File: src/rtl/dp_pkg.sv
package dp_pkg;
  localparam int FSW = 5;
  localparam logic [FSW-1:0] FS_PASSA = 5'b00000;
  localparam logic [FSW-1:0] FS_INC   = 5'b00001;
  localparam logic [FSW-1:0] FS_ADD   = 5'b00010;
  localparam logic [FSW-1:0] FS_SUB   = 5'b00101;
  localparam logic [FSW-1:0] FS_DEC   = 5'b00110;
  localparam logic [FSW-1:0] FS_AND   = 5'b01000;
  localparam logic [FSW-1:0] FS_OR    = 5'b01010;
  localparam logic [FSW-1:0] FS_XOR   = 5'b01100;
  localparam logic [FSW-1:0] FS_NOTA  = 5'b01110;
  localparam logic [FSW-1:0] FS_PASSB = 5'b10000;
  localparam logic [FSW-1:0] FS_SHR   = 5'b10100;
  localparam logic [FSW-1:0] FS_SHL   = 5'b11000;

  // two's-complement overflow from operand and sum sign bits
  function automatic logic sgn_ovf(input logic a_msb, input logic y_msb, input logic s_msb);
    return (a_msb == y_msb) && (s_msb != a_msb);
  endfunction
endpackage

File: src/rtl/dp_regfile.sv
module dp_regfile #(
  parameter int DW = 4,
  parameter int NREG = 4,
  localparam int AW = $clog2(NREG)
) (
  input  logic          clk,
  input  logic          rst_n,
  input  logic          wr_en,
  input  logic [AW-1:0] wr_addr,
  input  logic [DW-1:0] wr_data,
  input  logic [AW-1:0] rd_a_addr,
  input  logic [AW-1:0] rd_b_addr,
  output logic [DW-1:0] rd_a_data,
  output logic [DW-1:0] rd_b_data
);
  logic [NREG-1:0][DW-1:0] mem;

  for (genvar gi = 0; gi < NREG; gi++) begin : g_reg
    logic hit;
    assign hit = wr_en && (wr_addr == AW'(gi));
    always_ff @(posedge clk or negedge rst_n) begin
      if (!rst_n)   mem[gi] <= '0;
      else if (hit) mem[gi] <= wr_data;
    end
  end

  assign rd_a_data = mem[rd_a_addr];
  assign rd_b_data = mem[rd_b_addr];

  assert_hold_R2: assert property (@(posedge clk) disable iff (!rst_n)
    !wr_en |=> $stable(mem));
  assert_write_R2: assert property (@(posedge clk) disable iff (!rst_n)
    wr_en |=> mem[$past(wr_addr)] == $past(wr_data));
endmodule

File: src/rtl/dp_alu.sv
module dp_alu #(
  parameter int DW = 4
) (
  input  logic [DW-1:0]          a,
  input  logic [DW-1:0]          b,
  input  logic [dp_pkg::FSW-1:0] op,
  output logic [DW-1:0]          y,
  output logic                   c,
  output logic                   v,
  output logic                   arith,
  output logic                   known
);
  import dp_pkg::*;
  logic [DW-1:0] add_y;
  logic          add_cin;
  logic [DW:0]   sum;

  always_comb begin
    add_y = '0;
    add_cin = 1'b0;
    arith = 1'b1;
    known = 1'b1;
    unique case (op)
      FS_PASSA: ;
      FS_INC:   add_cin = 1'b1;
      FS_ADD:   add_y = b;
      FS_SUB:   begin add_y = ~b; add_cin = 1'b1; end
      FS_DEC:   add_y = '1;
      FS_AND, FS_OR, FS_XOR, FS_NOTA: arith = 1'b0;
      default:  begin arith = 1'b0; known = 1'b0; end
    endcase
  end

  assign sum = {1'b0, a} + {1'b0, add_y} + {{DW{1'b0}}, add_cin};

  always_comb begin
    case (op)
      FS_AND:  y = a & b;
      FS_OR:   y = a | b;
      FS_XOR:  y = a ^ b;
      FS_NOTA: y = ~a;
      default: y = arith ? sum[DW-1:0] : a;
    endcase
  end

  assign c = arith && sum[DW];
  assign v = arith && sgn_ovf(a[DW-1], add_y[DW-1], sum[DW-1]);
endmodule

File: src/rtl/dp_shifter.sv
module dp_shifter #(
  parameter int DW = 4
) (
  input  logic [DW-1:0] b,
  input  logic [1:0]    sel,
  output logic [DW-1:0] h
);
  always_comb begin
    case (sel)
      2'd0:    h = b;
      2'd1:    h = {1'b0, b[DW-1:1]};
      2'd2:    h = {b[DW-2:0], 1'b0};
      default: h = '0;
    endcase
  end
endmodule

File: src/rtl/cw_datapath.sv
module cw_datapath #(
  parameter int DW = 4,
  parameter int NREG = 4,
  localparam int AW = $clog2(NREG),
  localparam int CWW = 8 + 3 * AW
) (
  input  logic           clk,
  input  logic           rst_n,
  input  logic [CWW-1:0] ctrl_word,
  input  logic [DW-1:0]  const_in,
  input  logic [DW-1:0]  mem_rdata,
  output logic [DW-1:0]  addr_out,
  output logic [DW-1:0]  data_out,
  output logic           flag_v,
  output logic           flag_n,
  output logic           flag_c,
  output logic           flag_z
);
  import dp_pkg::*;
  localparam int BA_LO = 8;
  localparam int AA_LO = BA_LO + AW;
  localparam int DA_LO = AA_LO + AW;

  logic [AW-1:0]  dst_sel, rda_sel, rdb_sel;
  logic           use_const, use_mem, wr_en;
  logic [FSW-1:0] func_sel;
  assign dst_sel   = ctrl_word[DA_LO +: AW];
  assign rda_sel   = ctrl_word[AA_LO +: AW];
  assign rdb_sel   = ctrl_word[BA_LO +: AW];
  assign use_const = ctrl_word[7];
  assign func_sel  = ctrl_word[6:2];
  assign use_mem   = ctrl_word[1];
  assign wr_en     = ctrl_word[0];

  logic [DW-1:0] rd_a, rd_b, op_b, wb_data, fu_result, alu_y, sh_y;
  logic alu_c, alu_v, alu_arith, alu_known, shift_op, code_known;

  dp_regfile #(.DW(DW), .NREG(NREG)) u_rf (
    .clk(clk), .rst_n(rst_n), .wr_en(wr_en), .wr_addr(dst_sel), .wr_data(wb_data),
    .rd_a_addr(rda_sel), .rd_b_addr(rdb_sel), .rd_a_data(rd_a), .rd_b_data(rd_b));

  assign op_b = use_const ? const_in : rd_b;

  dp_alu #(.DW(DW)) u_alu (
    .a(rd_a), .b(op_b), .op(func_sel), .y(alu_y), .c(alu_c), .v(alu_v),
    .arith(alu_arith), .known(alu_known));

  dp_shifter #(.DW(DW)) u_sh (.b(op_b), .sel(func_sel[3:2]), .h(sh_y));

  assign shift_op   = func_sel[4] && (func_sel[1:0] == 2'b00) && (func_sel[3:2] != 2'b11);
  assign code_known = shift_op || alu_known;
  assign fu_result  = shift_op ? sh_y : alu_y;
  assign wb_data    = use_mem ? mem_rdata : fu_result;

  assign addr_out = rd_a;
  assign data_out = op_b;
  assign flag_c   = !shift_op && alu_c;
  assign flag_v   = !shift_op && alu_v;
  assign flag_n   = fu_result[DW-1];
  assign flag_z   = (fu_result == '0);

  assert_add_R6: assert property (@(posedge clk) disable iff (!rst_n)
    (func_sel == FS_ADD) |-> ({flag_c, fu_result} == ({1'b0, addr_out} + {1'b0, data_out})));
  assert_flagclr_R7: assert property (@(posedge clk) disable iff (!rst_n)
    !alu_arith |-> (!flag_c && !flag_v));
  assert_unlisted_R10: assert property (@(posedge clk) disable iff (!rst_n)
    !code_known |-> (fu_result == addr_out && !flag_c && !flag_v));
endmodule

File: config.mk
export PLATFORM = sky130hd
export DESIGN_NAME = cw_datapath
export DESIGN_NICKNAME = d
export VERILOG_FILES = /design/src/rtl/dp_pkg.sv /design/src/rtl/dp_regfile.sv /design/src/rtl/dp_alu.sv /design/src/rtl/dp_shifter.sv /design/src/rtl/cw_datapath.sv
export SDC_FILE = /design/constraint.sdc
export NUM_CORES = 1
export LEC_CHECK = 0
export ABC_AREA = 1
export BUFFER_PORTS_ARGS = -buffer_cell sky130_fd_sc_hd__buf_4
export CAP_MARGIN = 20
export CORE_ASPECT_RATIO = 0.6
export CORE_MARGIN = 3
export CORE_UTILIZATION = 35
export DETAILED_ROUTE_END_ITERATION = 7
export GPL_TIMING_DRIVEN = 1
export SLEW_MARGIN = 10
export SYNTH_ARGS = -nofsm -noshare
export SYNTH_HDL_FRONTEND = slang
export SYNTH_SLANG_ARGS = --single-unit
File: constraint.sdc
create_clock -name clk -period 2.59 [get_ports clk]
set_input_delay 0.259 -clock clk [delete_from_list [all_inputs] [get_ports clk]]
set_output_delay 0.259 -clock clk [all_outputs]
set_load 0.1 [all_outputs]
==> reports/results.tsv <==
stage	metric	value	unit
layout	commonest non-fill, non-tap cells in the layout	98 x nand2_1, 92 x buf_4, 42 x inv_1	
layout	Antenna diodes	0	
place	gpl congestion	0.942	
synthesis	mapped cell area	1920	um^2
layout	Largest regs	u_rf.mem (16)	
drt	Initial DRC Count	239	
cts	TritonCTS clock tree	yes	
timing	Slew headroom	0.481	
synthesis	syn nets	357	
floorplanning	core area	5180	um^2
layout	Most flops, register	u_rf.mem	
grt	initial antenna violation count	0	
run_status	outcome	finished, violations left	
synthesis	number of enable flip-flop cells after synthesis	0	
power_and_ir_drop	Tot Pwr	1.54	mW
grt	number of global-route vias before repair	2280	
timing	final hold slack	0.374	ns
floorplanning	DIE HEIGHT	63.4	um
timing	Worst Tran Pin Value	0.772	ns
timing	RSZ-0062 raised after global routing	yes	
drt	Routed WL	7060	um
synthesis	post-synth cell types	23	
timing	final setup margin	-0.479	ns
floorplanning	Initial Utilization	0.371	
setup_path	CP Capture Type	output port	
layout	nets@finish	461	
run	max-cap violations	0	
floorplanning	die area	6440	um^2
grt	total grt overflow	0	
drt	Vias	2455	
setup_path	CP Max Fanout	3	
synthesis	sequential element share of the synthesized area	0.209	
power_and_ir_drop	VDD IR-drop max	0.213	mV
drt	Avg Vias per Cell	5.02	
layout	most common cell after layout, fill and taps aside	nand2_1	
synthesis	async set or reset register ratio after synthesis	1.00	
place	# port buffers	35	
floorplanning	I/O pins	36	
timing	min Tclk post-route	3.07	ns
timing	setup TNS	-2.05	ns
cts	Worst-path clk slew	0.07	ns
layout	max FFs per register	16	
drt	WL per Instance	14.4	um
timing	endpoints failing hold	0	
power_and_ir_drop	Leakage	1.67	nW
cts	CTS buffer count	3	
synthesis	ys flop type	dfrtp_1	
drt	post-route ant nets	0	
layout	Final Util	0.599	
setup_path	critical path startpoint category	flop	
synthesis	Mapped Cells	320	
drt	DRC errors left	0	
place	post-DP HPWL	5780	um
timing	Final Cycle Share	1.19	
drt	first-pass iteration count of the detailed router	5	
cts	Max Buffers Root-to-Sink	2	
cts	CTS sink count	16	
synthesis	YS warnings	0	
min_path	Hold WC Path Type	input pin to flop	
floorplanning	die width	102	um
run_status	failing checks	setup timing	
layout	fin cells	489	
floorplanning	Rows	20	
timing	Final Skew	0.00246	ns
layout	fill count	480	
timing	fmax	0.326	GHz
place	placed cell areas	2750	um^2
power_and_ir_drop	P per Cell Area	497	nW/um^2
setup_path	CP Class	flop to output port	
timing	endpoints failing setup	12	
timing	final max-slew violation count	0	
cts	H-tree depth	1	
layout	share of layout cells above drive strength 1	0.444	
layout	area grow syn2layout	61.7	%
cts	Clock Latency Late Sink	0.25	ns
place	pre-CTS setup slack	-0.399	ns
setup_path	crit path DAT	2.81	ns
cts	root buffer cell	clkbuf_8	
synthesis	Syn Area/Cell	6.00	um^2
setup_path	Critical Path RT	2.33	ns
layout	Design Area, Final	3100	um^2
synthesis	Synth Register Bits	16	
grt	Total Routing Usage GR	0.222	
place	placed cell count	475	
grt	largest net degree at the start of global routing	17	
grt	first-pass GRT wire length	11100	um
==> worst max-delay path, cell delays in order (launching register included) <==
cell and delay, ns:
dfrtp_1 0.40, buf_4 0.14, buf_4 0.13, nand2_1 0.06
nand3_1 0.06, nand2_1 0.11, inv_1 0.09, fa_2 0.42
fa_2 0.37, xor2_1 0.15, nand2_1 0.08, nand3_2 0.07
nand3_2 0.09, nand3_2 0.09, nor2_4 0.12, buf_12 0.18
==> cell usage after synthesis (3+ instances only) <==
cell / instances / area (um^2)
inv_1: 53 / 199
inv_2: 7 / 26.3
ha_1: 11 / 138
a21oi_1: 3 / 15.0
nand3_2: 9 / 90.1
or2_2: 7 / 43.8
o21ai_0: 11 / 55.1
dfrtp_1: 16 / 400
nor2_1: 12 / 45.0
nor3_1: 5 / 25.0
nand2_1: 115 / 432
nand4_1: 6 / 37.5
nand3_1: 50 / 250
==> where the power goes <==
part | internal (mW) | switching, mW
clock | 0.135 | 0.0902
combinational | 0.394 | 0.592
sequential | 0.298 | 0.0344
==> per-layer routing <==
metal	vias to the layer above	GRT usage	wire, um
met5	-	0	0
met4	0	0.0199	21
met3	4	0.0465	613
met2	99	0.292	2760
met1	1139	0.372	3660
li1	1213	-	-
==> path summary, 6_finish.rpt <==
| kind | depth (start not counted) | slack (ns) | from | endpoint |
|---|---|---|---|---|
| setup reg to reg | 15 | -0.07 | u_rf.mem[8]$_DFFE_PN0P_ | u_rf.mem[13]$_DFFE_PN0P_ |
| min in group asynchronous | 2 | 0.40 | rst_n | u_rf.mem[9]$_DFFE_PN0P_ |
| hold / removal | 4 | 0.37 | ctrl_word[12] | u_rf.mem[11]$_DFFE_PN0P_ |
| hold reg to reg | 2 | 0.51 | u_rf.mem[9]$_DFFE_PN0P_ | u_rf.mem[9]$_DFFE_PN0P_ |
| setup / recovery | 15 | -0.48 | u_rf.mem[8]$_DFFE_PN0P_ | flag_z |
| max in group asynchronous | 2 | 2.00 | rst_n | u_rf.mem[8]$_DFFE_PN0P_ |
==> final cells by class <==
cell class / instances / area (um^2) / share of cell area
Multi-Input combinational cell: 242 / 1500 / 0.482
Sequential cell: 16 / 400 / 0.129
Timing Repair Buffer: 101 / 826 / 0.266
Clock buffer: 4 / 55.1 / 0.0177
Tap cell: 66 / 82.6 / 0.0266
Inverter: 60 / 244 / 0.0786
==> logic make-up (layout without fill, tap and decap cells) <==
kind of cell,count (synthesis),in the layout,synth area share
buffers and inverters,62,165,0.124
XOR/XNOR,2,2,0.00913
AO/OA/AOI/OAI,14,14,0.0365
AND/OR/NAND/NOR,213,213,0.529
adder cells (fa/ha/maj),13,13,0.0926
flip-flops,16,16,0.209
==> timing repair <==
item,in CTS,in global routing
endpoints found under the setup margin,16,16
hold buffers,1,0
pin swaps,14,19
endpoints found under the hold margin,16,0
buffers inserted,6,7
gates resized for setup,26,40
(Power assumes the default switching activity.)
